--- config.mk ---
export PLATFORM = sky130hd
export DESIGN_NAME = srx_tagfifo
export DESIGN_NICKNAME = d
export VERILOG_FILES = /design/src/rtl/srx_pkg.sv /design/src/rtl/srx_tag_mem.sv /design/src/rtl/srx_ptr_ctrl.sv /design/src/rtl/srx_ovr_flag.sv /design/src/rtl/srx_tagfifo.sv
export SDC_FILE = /design/constraint.sdc
export NUM_CORES = 1
export LEC_CHECK = 0
export CORE_MARGIN = 2
export CORE_UTILIZATION = 40
export CTS_CLUSTER_DIAMETER = 50
export CTS_CLUSTER_SIZE = 20
export DETAILED_ROUTE_END_ITERATION = 7
export GPL_ROUTABILITY_DRIVEN = 0
export RECOVER_POWER = 25
export SLEW_MARGIN = 20
export SYNTH_ARGS = -nofsm -noshare
export SYNTH_HDL_FRONTEND = slang
export SYNTH_SLANG_ARGS = --single-unit
--- constraint.sdc ---
create_clock -name clk -period 3.95 [get_ports clk]
set_clock_uncertainty 0.15 [all_clocks]
set_input_delay 0.5925 -clock clk [delete_from_list [all_inputs] [get_ports clk]]
set_output_delay 0.5925 -clock clk [all_outputs]
set_load 0.05 [all_outputs]
--- src/rtl/srx_pkg.sv ---
package srx_pkg;
  localparam int BYTE_W   = 8;
  localparam int LVL_W    = 8;
  localparam int RDWORD_W = BYTE_W + 3;

  typedef struct packed {
    logic              brk;
    logic              ferr;
    logic [BYTE_W-1:0] data;
  } rx_entry_t;

  // Read word layout: [10] break, [9] framing error, [8] empty, [7:0] data
  function automatic logic [RDWORD_W-1:0] pack_rd_word(rx_entry_t e, logic is_empty);
    if (is_empty) return {2'b00, 1'b1, {BYTE_W{1'b0}}};
    return {e.brk, e.ferr, 1'b0, e.data};
  endfunction
endpackage

--- src/rtl/srx_tag_mem.sv ---
module srx_tag_mem
  import srx_pkg::*;
#(
  parameter int DEPTH = 64,
  localparam int AW = $clog2(DEPTH)
) (
  input  logic          clk,
  input  logic          we,
  input  logic [AW-1:0] waddr,
  input  rx_entry_t     wdata,
  input  logic          re,
  input  logic [AW-1:0] raddr,
  output rx_entry_t     rdata
);
  // Simple dual-port storage with a registered read port, block RAM style
  rx_entry_t mem [DEPTH];

  always_ff @(posedge clk) begin
    if (we) mem[waddr] <= wdata;
  end

  always_ff @(posedge clk) begin
    if (re) rdata <= mem[raddr];
  end
endmodule

--- src/rtl/srx_ptr_ctrl.sv ---
module srx_ptr_ctrl #(
  parameter int DEPTH = 64,
  localparam int AW = $clog2(DEPTH),
  localparam int CW = AW + 1
) (
  input  logic          clk,
  input  logic          rst,
  input  logic          push,
  input  logic          pop,
  output logic          wr_ok,
  output logic          rd_ok,
  output logic [AW-1:0] waddr,
  output logic [AW-1:0] raddr,
  output logic [CW-1:0] count,
  output logic          full,
  output logic          empty
);
  assign full  = (count == CW'(DEPTH));
  assign empty = (count == '0);
  assign wr_ok = push && !full;
  assign rd_ok = pop && !empty;

  always_ff @(posedge clk) begin
    if (rst) begin
      waddr <= '0;
      raddr <= '0;
      count <= '0;
    end else begin
      if (wr_ok) waddr <= waddr + 1'b1;
      if (rd_ok) raddr <= raddr + 1'b1;
      case ({wr_ok, rd_ok})
        2'b10:   count <= count + 1'b1;
        2'b01:   count <= count - 1'b1;
        default: count <= count;
      endcase
    end
  end

  a_r7_count_bound: assert property (@(posedge clk) disable iff (rst)
    count <= CW'(DEPTH));
  a_r7_drop_when_full: assert property (@(posedge clk) disable iff (rst)
    (full && push && !pop) |=> ($stable(waddr) && $stable(count)));
  a_r3_empty_pop_still: assert property (@(posedge clk) disable iff (rst)
    (empty && pop) |=> $stable(raddr));
  a_r9_count_steady: assert property (@(posedge clk) disable iff (rst)
    (wr_ok && rd_ok) |=> $stable(count));
endmodule

--- src/rtl/srx_ovr_flag.sv ---
module srx_ovr_flag (
  input  logic clk,
  input  logic rst,
  input  logic set,
  input  logic clr,
  output logic flag
);
  always_ff @(posedge clk) begin
    if (rst)      flag <= 1'b0;
    else if (set) flag <= 1'b1;
    else if (clr) flag <= 1'b0;
  end

  a_r8_ovr_set: assert property (@(posedge clk) disable iff (rst)
    set |=> flag);
  a_r8_ovr_sticky: assert property (@(posedge clk) disable iff (rst)
    (flag && !clr) |=> flag);
  a_r8_ovr_cleared: assert property (@(posedge clk) disable iff (rst)
    (clr && !set) |=> !flag);
endmodule

--- src/rtl/srx_tagfifo.sv ---
module srx_tagfifo
  import srx_pkg::*;
#(
  parameter int DEPTH = 64,
  localparam int AW = $clog2(DEPTH),
  localparam int CW = AW + 1
) (
  input  logic                  clk,
  input  logic                  rst,
  input  logic                  rx_valid,
  input  logic [BYTE_W-1:0]     rx_byte,
  input  logic                  rx_ferr,
  input  logic                  rx_brk,
  input  logic                  rd_pop,
  input  logic                  ovr_clear,
  input  logic [LVL_W-1:0]      tx_level,
  output logic [RDWORD_W-1:0]   rd_word,
  output logic [2*LVL_W-1:0]    level_word,
  output logic                  overrun
);
  logic          wr_ok, rd_ok, full, empty;
  logic [AW-1:0] waddr, raddr;
  logic [CW-1:0] count;
  rx_entry_t     wr_entry, head_q;
  logic          rd_was_empty_q;
  logic [LVL_W-1:0] tx_level_q, rx_field;

  assign wr_entry = '{brk: rx_brk, ferr: rx_ferr, data: rx_byte};

  srx_ptr_ctrl #(.DEPTH(DEPTH)) u_ctrl (
    .clk(clk), .rst(rst), .push(rx_valid), .pop(rd_pop),
    .wr_ok(wr_ok), .rd_ok(rd_ok), .waddr(waddr), .raddr(raddr),
    .count(count), .full(full), .empty(empty)
  );

  srx_tag_mem #(.DEPTH(DEPTH)) u_mem (
    .clk(clk), .we(wr_ok), .waddr(waddr), .wdata(wr_entry),
    .re(rd_ok), .raddr(raddr), .rdata(head_q)
  );

  srx_ovr_flag u_ovr (
    .clk(clk), .rst(rst), .set(rx_valid && full), .clr(ovr_clear),
    .flag(overrun)
  );

  always_ff @(posedge clk) begin
    if (rst) begin
      rd_was_empty_q <= 1'b1;
      tx_level_q     <= '0;
    end else begin
      if (rd_pop) rd_was_empty_q <= empty;
      tx_level_q <= tx_level;
    end
  end

  assign rd_word = pack_rd_word(head_q, rd_was_empty_q);

  // Fit the occupancy count into its level field
  generate
    if (CW <= LVL_W) begin : g_lvl_fit
      assign rx_field = LVL_W'(count);
    end else begin : g_lvl_sat
      assign rx_field = (count > CW'({LVL_W{1'b1}})) ? {LVL_W{1'b1}} : count[LVL_W-1:0];
    end
  endgenerate

  assign level_word = {tx_level_q, rx_field};

  a_r3_empty_code: assert property (@(posedge clk) disable iff (rst)
    (rd_pop && empty) |=> (rd_word == RDWORD_W'(11'h100)));
  a_r10_word_hold: assert property (@(posedge clk) disable iff (rst)
    (!rd_pop && !$past(rst)) |=> $stable(rd_word));
endmodule

## Word level (Yosys, flattened, before mapping)

Memories as Yosys holds them, arrays and structs flattened. A register that Yosys moved wholly into a read port is not among the register bits.
Index checks and enable logic that the tools add are counted.

| operators by class | value |
|---|---|
| add/sub/neg operators | 4 |
| equal/unequal tests | 3 |
| muxes and demuxes | 8 |
| reductions and logical operators | 8 |

Operators by type and width:

| kind | number |
|---|---|
| 11-bit two-way mux | 2 |
| 7-bit case mux with 2 select lines | 1 |
| 6-bit by 1-bit adder with 6-bit output, second input constant | 2 |
| 7-bit by 1-bit adder with 7-bit output, second input constant | 1 |
| 7-bit == test, second input constant | 1 |
| 7-bit zero test | 1 |
| 7-bit by 1-bit subtractor with 7-bit output, second input constant | 1 |
| 1-bit two-way mux | 5 |
| 2-bit nonzero test | 2 |
| 1-bit logical AND | 3 |
| 2-bit by 1-bit == test with 1-bit output, second input constant | 1 |
| 2-bit == test, second input constant | 1 |
| 1-bit zero test | 2 |

| storage, ports and cells | value |
|---|---|
| flip-flop bits (word level) | 29 |
| RAM bits | 640 |
| input bits | 23 |
| output and inout bits | 28 |
| logic and storage cells | 30 |
| memories kept | 1 |

Memories:

| name | words | bits a word | read ports | clocked after memory_dff | wr ports | line | source |
|---|---|---|---|---|---|---|---|
| u_mem.mem | 64 | 10 | 1 | 1 | 1 | srx_tag_mem.sv:16 | `rx_entry_t mem [DEPTH];` |

## Longest topological paths before layout

| depth | value |
|---|---|
| depth in word-level cells | 5 |
| gate-level depth with buffers | 11 |
| mapped depth without buffers | 10 |

## Cells and area by module

A second synthesis with hierarchy kept.

| unflattened totals | value |
|---|---|
| cell total of the unflattened synthesis | 1277 |
| area, all modules | 26664.3 um^2 |

By module, submodules not included:

| module | instances | cells an instance | area an instance (um^2) | seq. area each (um^2) |
|---|---|---|---|---|
| srx_tag_mem | 1 | 1118 | 25201.7 | 19518.7 |
| srx_ptr_ctrl | 1 | 121 | 1066.0 | 380.4 |
| srx_tagfifo | 1 | 34 | 357.8 | 180.2 |
| srx_ovr_flag | 1 | 4 | 38.8 | 20.0 |

## Least setup slack after synthesis

Ideal clock, no wire load.

| timing | value |
|---|---|
| path type | flip-flop to flip-flop |
| from | register u_ctrl.count[4] |
| to | register u_ctrl.count[6] |
| setup time | 0.071 ns |
| arrival time | 3.379 ns |
| required time | 3.729 ns |
| setup slack | 0.351 ns |
| stages on the path, launching flop included | 11 |
| path buffers | 1 |
| clock period less this slack | 3.599 ns |
| cells stage by stage | dfxtp_1 -> or4_1 -> o31a_1 -> clkbuf_1 -> ha_1 -> ha_1 -> a21o_1 -> a21oi_1 -> or4_1 -> a31o_2 -> a21oi_1 |

| between the ends | value |
|---|---|
| cells in the longest elaborated chain, start to end | 5 |
| elaborated cells on any way between the ends | 12 |
| classes of those cells | 2 x add/sub; 3 x eq/ne; 1 x mux; 6 x reduce/logical |

Ends and longest elaborated chain:

| element | line | source |
|---|---|---|
| from (decl) | srx_ptr_ctrl.sv:14 | `output logic [CW-1:0] count,` |
| from (signal assigned) | srx_ptr_ctrl.sv:32 | `2'b10: count <= count + 1'b1;` |
| from (signal assigned) | srx_ptr_ctrl.sv:33 | `2'b01: count <= count - 1'b1;` |
| from (signal assigned) | srx_ptr_ctrl.sv:34 | `default: count <= count;` |
| 7-bit zero test (*) | srx_ptr_ctrl.sv:19 | `assign empty = (count == '0);` |
| 1-bit zero test (*) | srx_ptr_ctrl.sv:21 | `assign rd_ok = pop && !empty;` |
| 1-bit logical AND (*) | srx_ptr_ctrl.sv:21 |  |
| named net rd_ok | srx_tagfifo.sv:21 | `logic wr_ok, rd_ok, full, empty;` |
| 2-bit by 1-bit == test with 1-bit output / 2-bit == test (equally long branches) | srx_ptr_ctrl.sv:31 | `case ({wr_ok, rd_ok})` |
| 7-bit case mux with 2 select lines / 2-bit nonzero test (equally long branches) | n/a |  |

The timed path passes the listed nets; every way through them passes the cells marked *.
A chain may end at the register's enable or synchronous reset.

## Worst setup path in the final report

| timing | value |
|---|---|
| from | register rd_was_empty_q |
| to | output rd_word[6] |

| between the ends | value |
|---|---|
| cells in the longest elaborated chain, start to end | 2 |

Ends and longest elaborated chain:

| element | line | source |
|---|---|---|
| from (decl) | srx_tagfifo.sv:25 | `logic rd_was_empty_q;` |
| from (signal assigned) | srx_tagfifo.sv:51 | `if (rd_pop) rd_was_empty_q <= empty;` |
| 1-bit two-way mux | srx_pkg.sv:14 | `if (is_empty) return {2'b00, 1'b1, {BYTE_W{1'b0}}};` |
| 11-bit two-way mux | srx_pkg.sv:15 | `return {e.brk, e.ferr, 1'b0, e.data};` |
| to (decl) | srx_tagfifo.sv:17 | `output logic [RDWORD_W-1:0] rd_word,` |

Every way passes these cells.

==> results.json <==
{
  "final_cell_mix": "edfxtp_1 (650), mux4_2 (121), mux2i_1 (103), buf_4 (103), nor2_1 (95)",
  "r2r_setup_slack_ns": 0.61,
  "synth_top_family_by_area": "multiplexers",
  "fin_nets": 1525,
  "dr.first_iter.drc_count": 1374,
  "die_y_um": 262,
  "cp_max_fo": 12,
  "slew_violations": 387,
  "io_pins": 51,
  "antenna_found_initial": 0,
  "synth_fa_ha_area_share_pct": 0.451,
  "syn_to_final_growth_pct": 16.2,
  "cts_resized": 0,
  "synth_cell_types": 60,
  "cts_buffers": 68,
  "syn-cell-area_um2": 26600,
  "rows": 94,
  "period_needed_ns": 3.37,
  "cp.required_ns": 3.21,
  "synthMuxAreaShare_pct": 14.1,
  "rr_endpoint": "u_ctrl.count[6]$_SDFFE_PP0P_",
  "clock_path_buffers": 3,
  "drt-vias-per-instance": 5.57,
  "setup_viol": 0,
  "hold_path_end": "tx_level_q[2]$_SDFF_PP0_",
  "syn-num-nets": 1374,
  "r2r-start": "u_ctrl.count[4]$_SDFFE_PP0P_",
  "grt_pass1_vias": 13400,
  "max_cap_viol_count": 11,
  "dpl.cell_count": 2287,
  "path_buf_inv": 1,
  "drive_gt1_share_pct": 24.3,
  "synth_edf_count": 650,
  "layout_commonest_cell": "edfxtp_1",
  "fmax_mhz": 297,
  "p_total_uw": 17900,
  "num_antenna_cells": 0,
  "routed_wl_um": 64000,
  "rr_worst_depth": 9,
  "grt_usage_pct": 19.0,
  "grt_max_degree": 64,
  "drc": 0,
  "cpLargestDelayFamily": "buffers and inverters",
  "synth_area_per_cell_um2": 19.9,
  "initial_core_util_pct": 40.5,
  "clk_pin_slew_ns": 0.07,
  "dr.pass1.iters": 5,
  "dieArea_um2": 68700,
  "leakage_uw": 0.00976,
  "slew_headroom_pct": -71.7,
  "worst_pin_slew_ns": 2.58,
  "power_density_nw_per_um2": 577,
  "min_period_over_period_pct": 85.3,
  "crit_type": "flip-flop to output port",
  "fin_cells": 2411,
  "via_count": 13400,
  "core_area_um2": 65900,
  "h-tree-depth": 3,
  "portBuffers": 49,
  "synthFlopType": "edfxtp_1",
  "min_from": "tx_level[2]",
  "synth-xor-area-share_pct": 0.427,
  "violations": "capacitance limit, slew limit",
  "setup-tns-final_ns": 0,
  "worstPathArrival_ns": 2.63,
  "ys_warn_count": 0,
  "dp_hpwl_um": 39700,
  "routedWlPerCell_um": 26.5,
  "dpl_cell_area_um2": 28600,
  "ys_seq_area_share_pct": 75.4,
  "start_kind": "flip-flop",
  "rsz0062_at_grt": "no",
  "status": "finished with violations",
  "hold_viol_final": 0,
  "crit_slowest_cell": "clkdlybuf4s50_1",
  "hold_depth": 2,
  "cts_tree": "yes",
  "grt_pass1_wl_um": 93900,
  "async_flop_share_pct": 0,
  "grt_overflow": 0,
  "cts_root_buffer": "clkbuf_16",
  "postCtsHoldBufs": 0,
  "synthCells": 1342,
  "path_cells": "nor2b_1, clkdlybuf4s50_1",
  "insertion_delay_ns": 0.60,
  "critical_path.max_stage_delay_ns": 0.92,
  "end_kind": "output port",
  "synthSimpleGateAreaFrac_pct": 3.66,
  "synth-seq-cells": 679,
  "antenna_left": 0,
  "synth_compound_area_share_pct": 3.93,
  "hold_path_class": "input pin to flip-flop",
  "ir_drop_mv": 0.286,
  "cts_sinks": 679,
  "post_cts_buffers": 0,
  "dieWidth_um": 262,
  "fin_area_um2": 31000
}
==> worst max path at each step <==
stage | slack (ns) | cells after the start | startpoint | to
floorplan | 0.35 | 10 | u_ctrl.count[4]$_SDFFE_PP0P_ | u_ctrl.count[6]$_SDFFE_PP0P_
global placement | 0.71 | 10 | rx_valid | u_ctrl.count[6]$_SDFFE_PP0P_
detailed placement | 0.63 | 10 | rx_valid | u_ctrl.count[6]$_SDFFE_PP0P_
CTS | 0.60 | 2 | rd_was_empty_q$_SDFFE_PP1P_ | rd_word[6]
global route | 0.47 | 2 | rd_was_empty_q$_SDFFE_PP1P_ | rd_word[3]
finish | 0.58 | 2 | rd_was_empty_q$_SDFFE_PP1P_ | rd_word[6]
==> layout make-up <==
class                      count  area [µm²]
fill                        5455       34900
sequential                   679       20100
multi-input combinational    576        6020
clock buffer                  75        1840
timing repair buffer         160        1310
tap                          864        1080
clock inverter                49         577
inverter                       8        30.0
==> layer usage <==
layer	routed length, µm	GRT usage, %	part of all wire, %	up-vias
li1	-	-	-	5802
met4	1350	4.87	2.1	0
met5	0	0	0	-
met2	30600	30.0	48	378
met1	28700	27.3	45	7158
met3	3270	3.41	5.1	84
==> synth_stat cells, drive strengths merged, types with 2 or more instances <==
cell type,number,area [µm²]
a211o,2,17.5
a32o,8,80.1
buf,57,412
edfxtp,650,19500
nand3,7,40.0
xor2,8,70.1
clkbuf,22,86.3
a31oi,3,18.8
o21a,2,15.0
ha,8,100
a21o,2,15.0
mux2i,103,1030
inv,8,30.0
dfxtp,29,581
or3b,4,35.0
nand3b,6,56.3
nand4,5,46.3
or4,2,15.0
a21oi,9,45.0
o21ai,3,15.0
a211oi,33,248
nor3,10,90.1
or2,3,18.8
and3,2,12.5
o31a,10,87.6
nand2b,4,25.0
nor2,95,357
o22ai,36,225
a2111oi,2,42.5
xnor2,5,43.8
nand2,26,97.6
nor2b,23,151
and2,2,15.0
a22oi,9,67.6
mux4,121,2730
a22o,10,87.6
o221ai,3,26.3
==> flip-flops by register name (all words and copies together) (netlist names) <==
name            count
u_mem.rdata        10
u_ovr.flag          1
u_mem.mem         640
rd_was_empty_q      1
u_ctrl.count        7
tx_level_q          8
u_ctrl.waddr        6
u_ctrl.raddr        6
==> per-stage QoR <==
stage	util (%)	setup WS, ns	hold slack, ns
global route	47.0	0.471	0.386
detailed placement	43.4	0.634	0.386
global placement	43.4	0.708	0.378
finish	47.0	0.581	0.399
CTS	47.1	0.603	0.365
floorplan	-	0.351	0.421
==> cell families (layout without fill, tap and decap cells) <==
group,count (synthesis),after routing
compound gates,138,138
xor+xnor,13,13
fa+ha+maj,9,9
buf+inv,87,292
flops,679,679
mux,224,224
other cells,1,1
simple gates,191,191
==> power by group <==
| group | switching (µW) | internal (µW) |
|---|---|---|
| Clock | 3000 | 3810 |
| Sequential | 184 | 8060 |
| Combinational | 1630 | 1180 |
| Total | 4820 | 13100 |
No activity file was read; power rests on OpenSTA's default activity.
